$ cat config.mk
export PLATFORM = sky130hd
export DESIGN_NAME = ldst_disp_unit
export DESIGN_NICKNAME = d
export VERILOG_FILES = /design/src/rtl/ldst_pkg.sv /design/src/rtl/ldst_decode.sv /design/src/rtl/ldst_agen.sv /design/src/rtl/ldst_extend.sv /design/src/rtl/ldst_disp_unit.sv
export SDC_FILE = /design/constraint.sdc
export NUM_CORES = 1
export LEC_CHECK = 0
export BUFFER_PORTS_ARGS = -buffer_cell sky130_fd_sc_hd__buf_2
export CAP_MARGIN = 20
export CORE_MARGIN = 4
export CORE_UTILIZATION = 30
export DETAILED_ROUTE_END_ITERATION = 10
export GPL_ROUTABILITY_DRIVEN = 0
export PLACE_DENSITY = 0.63
export SLEW_MARGIN = 25
export SYNTH_ARGS = -nofsm -noshare
export SYNTH_HDL_FRONTEND = slang
export SYNTH_SLANG_ARGS = --single-unit
$ cat constraint.sdc
create_clock -name clk -period 11.25 [get_ports clk]
set_input_delay 2.8125 -clock clk [delete_from_list [all_inputs] [get_ports clk]]
set_output_delay 2.8125 -clock clk [all_outputs]
set_load 0.005 [all_outputs]
$ cat src/rtl/ldst_pkg.sv
package ldst_pkg;

    typedef enum logic [1:0] {
        SZ_BYTE = 2'd0,
        SZ_HALF = 2'd1,
        SZ_WORD = 2'd2
    } size_e;

    typedef struct packed {
        logic       legal;
        logic       store;
        logic       zext;
        logic       two_beat;
        logic [1:0] shift;
        size_e      size;
    } dec_t;

    function automatic dec_t decode_op(input logic [3:0] sel, input logic wide);
        dec_t d;
        d = '{legal: 1'b1, store: 1'b0, zext: 1'b0, two_beat: 1'b0,
              shift: 2'd2, size: SZ_WORD};
        case (sel)
            4'h0: begin d.store = 1'b1; d.shift = 2'd0; d.size = SZ_BYTE; end
            4'h1: begin d.store = 1'b1; d.shift = 2'd1; d.size = SZ_HALF; end
            4'h2: d.store = 1'b1;
            4'h3: begin d.store = 1'b1; d.two_beat = wide; d.shift = wide ? 2'd3 : 2'd2; end
            4'h4: begin d.shift = 2'd0; d.size = SZ_BYTE; end
            4'h5: begin d.shift = 2'd1; d.size = SZ_HALF; end
            4'h6: ;
            4'h7: begin d.two_beat = wide; d.shift = wide ? 2'd3 : 2'd2; end
            4'h8: begin d.shift = 2'd0; d.size = SZ_BYTE; d.zext = 1'b1; end
            4'h9: begin d.shift = 2'd1; d.size = SZ_HALF; d.zext = 1'b1; end
            default: d.legal = 1'b0;
        endcase
        return d;
    endfunction

endpackage

$ cat src/rtl/ldst_decode.sv
module ldst_decode
    import ldst_pkg::*;
(
    input  logic [3:0] sel,
    input  logic       wide,
    output dec_t       dec
);
    always_comb dec = decode_op(sel, wide);
endmodule

$ cat src/rtl/ldst_agen.sv
module ldst_agen #(
    parameter int ADDR_W = 32,
    parameter int DISP_W = 12
) (
    input  logic [ADDR_W-1:0] base,
    input  logic [DISP_W-1:0] disp,
    input  logic [1:0]        shift,
    output logic [ADDR_W-1:0] addr
);
    localparam int PAD_W = ADDR_W - DISP_W;
    logic [ADDR_W-1:0] disp_ext;

    always_comb begin
        disp_ext = {{PAD_W{1'b0}}, disp};
        addr     = base + (disp_ext << shift);
    end
endmodule

$ cat src/rtl/ldst_extend.sv
module ldst_extend
    import ldst_pkg::*;
#(
    parameter int DATA_W = 32
) (
    input  size_e             size,
    input  logic              zext,
    input  logic [DATA_W-1:0] raw,
    output logic [DATA_W-1:0] ext
);
    localparam int B_W = 8;
    localparam int H_W = 16;

    always_comb begin
        case (size)
            SZ_BYTE: ext = {{(DATA_W-B_W){~zext & raw[B_W-1]}}, raw[B_W-1:0]};
            SZ_HALF: ext = {{(DATA_W-H_W){~zext & raw[H_W-1]}}, raw[H_W-1:0]};
            default: ext = raw;
        endcase
    end
endmodule

$ cat src/rtl/ldst_disp_unit.sv
module ldst_disp_unit
    import ldst_pkg::*;
#(
    parameter int ADDR_W = 32,
    parameter int DISP_W = 12,
    parameter int DATA_W = 32
) (
    input  logic                clk,
    input  logic                rst,
    input  logic                op_valid,
    input  logic [3:0]          op_sel,
    input  logic [DISP_W-1:0]   op_disp,
    input  logic [ADDR_W-1:0]   op_base,
    input  logic                fp_wide,
    input  logic [2*DATA_W-1:0] st_data,
    output logic                busy,
    output logic                exc,
    output logic                mem_req,
    input  logic                mem_ready,
    output logic [ADDR_W-1:0]   mem_addr,
    output logic                mem_we,
    output logic [1:0]          mem_size,
    output logic [DATA_W-1:0]   mem_wdata,
    input  logic                mem_rvalid,
    input  logic [DATA_W-1:0]   mem_rdata,
    output logic                done,
    output logic [2*DATA_W-1:0] result
);
    localparam int WIDE_W     = 2 * DATA_W;
    localparam int BEAT_BYTES = DATA_W / 8;

    typedef enum logic [1:0] {ST_IDLE, ST_REQ, ST_RESP} state_e;

    state_e              state_q;
    dec_t                dec_in, op_q;
    logic [ADDR_W-1:0]   addr_in, addr_q;
    logic [WIDE_W-1:0]   wdata_q, res_q;
    logic                beat_q, done_q, exc_q;
    logic [DATA_W-1:0]   ext_data;
    logic                last_beat;

    ldst_decode u_dec (
        .sel  (op_sel),
        .wide (fp_wide),
        .dec  (dec_in)
    );

    ldst_agen #(.ADDR_W(ADDR_W), .DISP_W(DISP_W)) u_agen (
        .base  (op_base),
        .disp  (op_disp),
        .shift (dec_in.shift),
        .addr  (addr_in)
    );

    ldst_extend #(.DATA_W(DATA_W)) u_ext (
        .size (op_q.size),
        .zext (op_q.zext),
        .raw  (mem_rdata),
        .ext  (ext_data)
    );

    assign last_beat = !op_q.two_beat || beat_q;

    always_ff @(posedge clk) begin
        if (rst) begin
            state_q <= ST_IDLE;
            op_q    <= '0;
            addr_q  <= '0;
            wdata_q <= '0;
            res_q   <= '0;
            beat_q  <= 1'b0;
            done_q  <= 1'b0;
            exc_q   <= 1'b0;
        end else begin
            done_q <= 1'b0;
            exc_q  <= 1'b0;
            case (state_q)
                ST_IDLE: begin
                    if (op_valid) begin
                        if (dec_in.legal) begin
                            op_q    <= dec_in;
                            addr_q  <= addr_in;
                            wdata_q <= st_data;
                            res_q   <= '0;
                            beat_q  <= 1'b0;
                            state_q <= ST_REQ;
                        end else begin
                            exc_q <= 1'b1;
                        end
                    end
                end
                ST_REQ: begin
                    if (mem_ready) state_q <= ST_RESP;
                end
                ST_RESP: begin
                    if (mem_rvalid) begin
                        if (!op_q.store) begin
                            if (!op_q.two_beat)
                                res_q <= {{DATA_W{1'b0}}, ext_data};
                            else if (!beat_q)
                                res_q[WIDE_W-1:DATA_W] <= mem_rdata;
                            else
                                res_q[DATA_W-1:0] <= mem_rdata;
                        end
                        if (last_beat) begin
                            state_q <= ST_IDLE;
                            done_q  <= 1'b1;
                        end else begin
                            beat_q  <= 1'b1;
                            state_q <= ST_REQ;
                        end
                    end
                end
                default: state_q <= ST_IDLE;
            endcase
        end
    end

    always_comb begin
        busy      = (state_q != ST_IDLE);
        mem_req   = (state_q == ST_REQ);
        mem_addr  = beat_q ? addr_q + ADDR_W'(BEAT_BYTES) : addr_q;
        mem_we    = op_q.store;
        mem_size  = op_q.size;
        mem_wdata = (op_q.two_beat && !beat_q) ? wdata_q[WIDE_W-1:DATA_W]
                                               : wdata_q[DATA_W-1:0];
        done      = done_q;
        exc       = exc_q;
        result    = res_q;
    end

    // request and its attributes hold until accepted
    p_req_hold_r10: assert property (@(posedge clk) disable iff (rst)
        (mem_req && !mem_ready) |=> (mem_req && $stable(mem_addr) &&
                                     $stable(mem_we) && $stable(mem_size)));

    // an undefined selector never starts memory traffic
    p_exc_quiet_r8: assert property (@(posedge clk) disable iff (rst)
        exc |-> (!busy && !mem_req && !done));

    // completion leaves the unit idle
    p_done_idle_r9: assert property (@(posedge clk) disable iff (rst)
        done |-> !busy);

    // busy only starts from an offered operation
    p_busy_start_r9: assert property (@(posedge clk) disable iff (rst)
        $rose(busy) |-> $past(op_valid));

    // first response of a wide move leads straight to a second request
    p_second_beat_r4: assert property (@(posedge clk) disable iff (rst)
        (state_q == ST_RESP && mem_rvalid && op_q.two_beat && !beat_q)
            |=> (mem_req && !done));

endmodule

# Word-level counts from Yosys, hierarchy flattened
# Index checks and enable logic that the tools add are counted.
dict set report word_totals {
  regBits 170
  inputBits 150
  output_inout_bits 135
  elab_cells 95
}
dict set report op_classes {
  add_sub_neg 2
  eq_ne 20
  shift 1
  n_mux 31
  bitwise 7
  reduce_logical 22
}
# operator n
set op_table {}
lappend op_table {{64-bit two-way mux} 5}
lappend op_table {{32-bit two-way mux} 4}
lappend op_table {{64-bit one-hot mux with 2 select lines} 1}
lappend op_table {{32-bit one-hot mux with 2 select lines} 1}
lappend op_table {{32-bit by 3-bit adder with 32-bit output, second input constant} 1}
lappend op_table {{32-bit adder} 1}
lappend op_table {{12-bit by 2-bit << shifter with 32-bit output} 1}
lappend op_table {{4-bit by 3-bit equality test with 1-bit output, second input constant} 4}
lappend op_table {{1-bit two-way mux} 12}
lappend op_table {{2-bit one-hot mux with 3 select lines} 2}
lappend op_table {{6-bit AND reduction} 2}
lappend op_table {{3-bit OR reduction} 4}
lappend op_table {{2-bit inequality test, second input constant} 5}
lappend op_table {{10-bit OR reduction} 1}
lappend op_table {{4-bit by 2-bit equality test with 1-bit output, second input constant} 2}
lappend op_table {{4-bit equality test, second input constant} 2}
lappend op_table {{2-bit two-way mux} 4}
lappend op_table {{3-bit inequality test, second input constant} 2}
lappend op_table {{1-bit inverter} 5}
lappend op_table {{5-bit AND reduction} 1}
lappend op_table {{2-bit by 1-bit equality test with 1-bit output, second input constant} 2}
lappend op_table {{4-bit by 1-bit equality test with 1-bit output, second input constant} 1}
lappend op_table {{2-bit zero test} 2}
lappend op_table {{4-bit zero test} 1}
lappend op_table {{13 further kinds} 17}

# Logic depth before layout (Yosys ltp)
dict set report depth {
  word_depth 7
  depth_mapped 14
  ltp_nobuf 13
}

# Cells and area by module
# Synthesis repeated with hierarchy kept, for this count alone.
dict set report hier_totals {
  cells_unflattened 1257
  hier_area_um2 9430.3
}
# mod n_inst cells_each area_each_um2 seq_area_each_um2
set modules_own_cells {}
lappend modules_own_cells {ldst_disp_unit 1 959 7403.4 3403.3}
lappend modules_own_cells {ldst_agen 1 219 1591.5 0.0}
lappend modules_own_cells {ldst_extend 1 67 355.3 0.0}
lappend modules_own_cells {ldst_decode 1 12 80.1 0.0}

# Worst setup path after synthesis
# No wires, ideal clock.
dict set report synth_path {
  kind {input -> register}
  startpoint {in op_sel[0]}
  endpoint {reg addr_q[25]}
  setup_time_ns 0.091
  t_arrival_ns 5.973
  t_required_ns 11.159
  setup_slack_ns 5.186
  stages 12
  path_buffers 2
  cell_sequence {clkbuf_1 -> nand4b_1 -> a21boi_0 -> clkbuf_1 -> mux4_2 -> ha_1 -> nand4_2 -> or3_4 -> a31oi_4 -> o211ai_4 -> or3_1 -> a311oi_1}
}
dict set report synth_between {
  elab_chain_len 5
  elab_cells_between_ends 19
  classes_between {add/sub (1); eq/ne (9); shift (1); mux (2); reduce/logical (6)}
}
# element line
set synth_rtl {}
lappend synth_rtl {{start: declaration} ldst_disp_unit.sv:11} ;# input logic [3:0] op_sel,
lappend synth_rtl {{4-bit by 1-bit equality test with 1-bit output, or another cell as far along} ldst_pkg.sv:22} ;# case (sel)
lappend synth_rtl {{3-bit OR reduction (no line) / 2-bit OR reduction (equally long branches)} -}
lappend synth_rtl {{2-bit one-hot mux with 3 select lines} ldst_pkg.sv:22}
lappend synth_rtl {{12-bit by 2-bit << shifter with 32-bit output} ldst_agen.sv:15} ;# addr = base + (disp_ext << shift);
lappend synth_rtl {{32-bit adder} ldst_agen.sv:15}
lappend synth_rtl {{end signal: assignment} ldst_disp_unit.sv:82} ;# addr_q <= addr_in;
lappend synth_rtl {{end: declaration} ldst_disp_unit.sv:36} ;# logic [ADDR_W-1:0] addr_in, addr_q;
# Several ways; a longest one is shown, not always the timed one.
# A chain may end at the register's enable or synchronous reset.

# Worst setup path in the final report
dict set report layout_path {
  startpoint {in op_sel[2]}
  endpoint {reg addr_q[28]}
}
# The elaborated chain is that of the path after synthesis.

==> flow_summary_export.csv <==
group,metric,value,unit
yosys,synth_area_leaders,"dfxtp_1 (40%), nand2_1 (10%), a21oi_1 (9.7%), mux2_2 (4.4%), nand3_1 (3.7%)",
critical_path,critPathCaptureType,"flip-flop",
finish,fill_cells,2954,
critical_path,cp.arrival,6.13,ns
cts,clk_pin_slew,0.07,ns
floorplan,core,27800,um2
yosys,yosysUniqueCellTypes,61,
yosys,ys_ff_latch,170,
yosys,netlist_instances,1067,
grt,grt_usage,17.4,%
power_and_ir_drop,leakagePower,4.66,nW
drt,wl_per_cell,16.4,um
critical_path,crit_path_max_fanout,11,
hold_path,hold_class,"flip-flop to flip-flop",
finish,fin_area,10800,um2
floorplan,io_pins,285,
drt,avgViaCountPerCell,4.97,
timing,fin_crit_sh,51.6,%
cts,clock_latency,0.42,ns
timing,hold_violations,0,
floorplan,die_area,30900,um2
grt,grt_pass1_wl,43.3,mm
yosys,synth_most_common_cell,"nand2_1",
critical_path,critPathKind,"primary input to flip-flop",
yosys,synth_edf_count,0,
job,maxCapViolCount,0,
timing,period_minus_slack,5.80,ns
finish,area_delta_synth_final,28.1,%
drt,final_antenna_net_count,0,
finish,nets,1472,
grt,grt_most_used_layer,"met2",
yosys,synth.top_cell.area_share,40.3,%
critical_path,cp_common_cell,"a21oi_1",
timing,worst_pin_slew,0.946,ns
critical_path,crit_path_start_kind,"primary input",
grt,use_met3,4.56,%
hold_path,hold_depth,2,
yosys,syn_area,8450,um2
cts,hold_buffers,0,
run_status,status,"finished, final reports clean",
floorplan,start_util,30.4,%
timing,whs,0.449,ns
drt,num_vias,8431,
yosys,synthMuxAreaShare,7.42,%
drt,wl,27.8,mm
cts,cts_tree,"built",
grt,grt_pass1_vias,8081,
place,io_buffers,284,
timing,layout_setup_ws,5.45,ns
timing,finalSetupTns,0,ns
grt,grt_util_met2,28.4,%
yosys,synth_seq_area_share,40.3,%
yosys,synth_top_flop_cell,"dfxtp_1",
yosys,synth_xor_area_share,5.50,%
floorplan,die_w,176,um
grt,overflow,0,
yosys,avgSynthCellArea,7.92,um2
power_and_ir_drop,vdd_drop_max,0.0829,mV
critical_path,ff2ff_path_depth,5,
drt,drtPass1Iterations,6,
yosys,async_flop_share,0,%
place,dpl_cell_area,10200,um2
drt,drt-initial-drc-count,461,
place,dp_hpwl,20.3,mm
timing,rsz0062_at_grt,"no",
critical_path,path_cells,"buf_2 > a21oi_1 > a21boi_0 > buf_4 > a211oi_1 > a21oi_1 > ha_1 > nand2_1 > o21ai_0 > a21oi_1 > o2bb2ai_1 > nand4_1 > xor2_1 > a211oi_1",
grt,grt_util_met1,21.9,%
grt,antenna_found_initial,4,
timing,clock.fmax,172,MHz
grt,grt_max_degree,81,
yosys,synthTopCellsByCount,"nand2_1 (230), dfxtp_1 (170), a21oi_1 (164), nor2_1 (70), nand3_1 (63)",
place,dp_worst_setup_slack,5.04,ns
timing,skew,0.0127,ns
yosys,synth_top_family_by_area,"simple AND/OR/NAND/NOR gates",
cts,htreeDepth,4,
timing,slew_viol_final,0,
yosys,ys_warn_count,0,
critical_path,crit_path_max_incr_delay,0.45,ns
power_and_ir_drop,p_per_area,146,nW/um2
drt,drc,0,
cts,cts_max_path_buffers,2,
cts,cts_buffers,17,
cts,numClockSinks,170,
yosys,synth_simple_gate_area_share,22.5,%
yosys,synth_compound_area_share,17.7,%
yosys,yosys.area_share.adder,2.61,%
yosys,syn_nets,1234,
critical_path,slowest_stage,"a21oi_1",
timing,maxSlewHeadroom,36.7,%
cts,cts_setup_buffers,0,
cts,cts_resized,0,
critical_path,worstPathRequired,11.58,ns
timing,setup_violations,0,
finish,drive_gt1_share,29.5,%
yosys,synth_area_leader_cell,"dfxtp_1",
cts,cts_root_buffer,"clkbuf_16",
floorplan,rows,61,
floorplan,die_height,176,um
==> critical path, delay by kind of cell <==
kind / cells / cell delay [ns]
compound gates: 8 / 2.10
fa+ha+maj: 1 / 0.44
buf+inv: 2 / 0.34
simple gates: 2 / 0.28
xor+xnor: 1 / 0.17
==> power breakdown <==
part	internal (W)	leakage, nW	switching [W]
clock	0.000384	0.316	0.000265
sequential	0.000634	1.39	0.0000232
combinational	0.000111	2.96	0.000158
total	0.00113	4.66	0.000447
==> registers in the layout, indices dropped and copies added, names as in the netlist <==
| name | cells |
|---|---|
| mem_we | 1 |
| result | 64 |
| addr_q | 32 |
| done | 1 |
| beat_q | 1 |
| mem_size | 2 |
| state_q | 2 |
| op_q | 2 |
| wdata_q | 64 |
| exc | 1 |
==> worst paths after layout <==
| path | from | to | slack, ns |
|---|---|---|---|
| worst max-delay path | op_sel[2] | addr_q[28] | 5.45 |
| worst min-delay path | result[32] | result[32] | 0.45 |
| worst min register to register | result[32] | result[32] | 0.45 |
| worst max register to register | state_q[0] | mem_size[0] | 8.70 |
==> placed cells by master, fill, tap and decap left out, types with 3 or more instances in the layout <==
cell	instances
a211oi_1	13
a21o_1	6
a21oi_1	164
and2_1	4
and3_1	13
and4_1	4
buf_2	283
buf_4	13
bufinv_16	4
clkbuf_16	17
dfxtp_1	170
ha_1	16
inv_1	8
inv_6	6
mux2_2	33
mux2i_1	12
mux4_2	6
nand2_1	230
nand3_1	62
nand4_1	12
nor2_1	69
nor2b_1	4
nor3_1	10
o2111ai_1	5
o21a_1	3
o21ai_0	40
or3_1	3
xnor2_1	34
xor2_1	19
==> cells by family after synthesis <==
group,count (synthesis)
DFF,170
muxes,51
xor gates and xnor gates,53
buffers and inverters,85
and+or+nand+nor,431
AOI/OAI and AO/OA,260
adders and majority gates,17
==> final cells by class <==
class                           count  area [um2]  area share, %
Multi-Input combinational cell    812        4750           43.9
Sequential cell                   170        3400           31.5
Timing Repair Buffer              296        1510           14.0
Tap cell                          378         473           4.37
Clock buffer                       18         439           4.06
Clock inverter                     13         200           1.85
Inverter                            8        30.0          0.278
Antenna cell                        2        5.00         0.0463
==> routing by layer <==
layer	share of wire, %	routed length (um)
met1	44	12100
met2	46	12800
met3	7.0	1930
met4	3.2	896
met5	0.093	26
==> metrics by stage <==
step / utilization [%] / cells / total power [W]
3_5_place_dp: 36.6 / 1664 / 0.000941
5_1_grt: 38.9 / 1697 / 0.00166
2_1_floorplan: - / 1067 / 0.000830
3_3_place_gp: 36.6 / 1664 / 0.000937
4_1_cts: 38.9 / 1695 / 0.00160
6_report: 38.9 / 1697 / 0.00158
No activity file was read; power rests on OpenSTA's default activity.
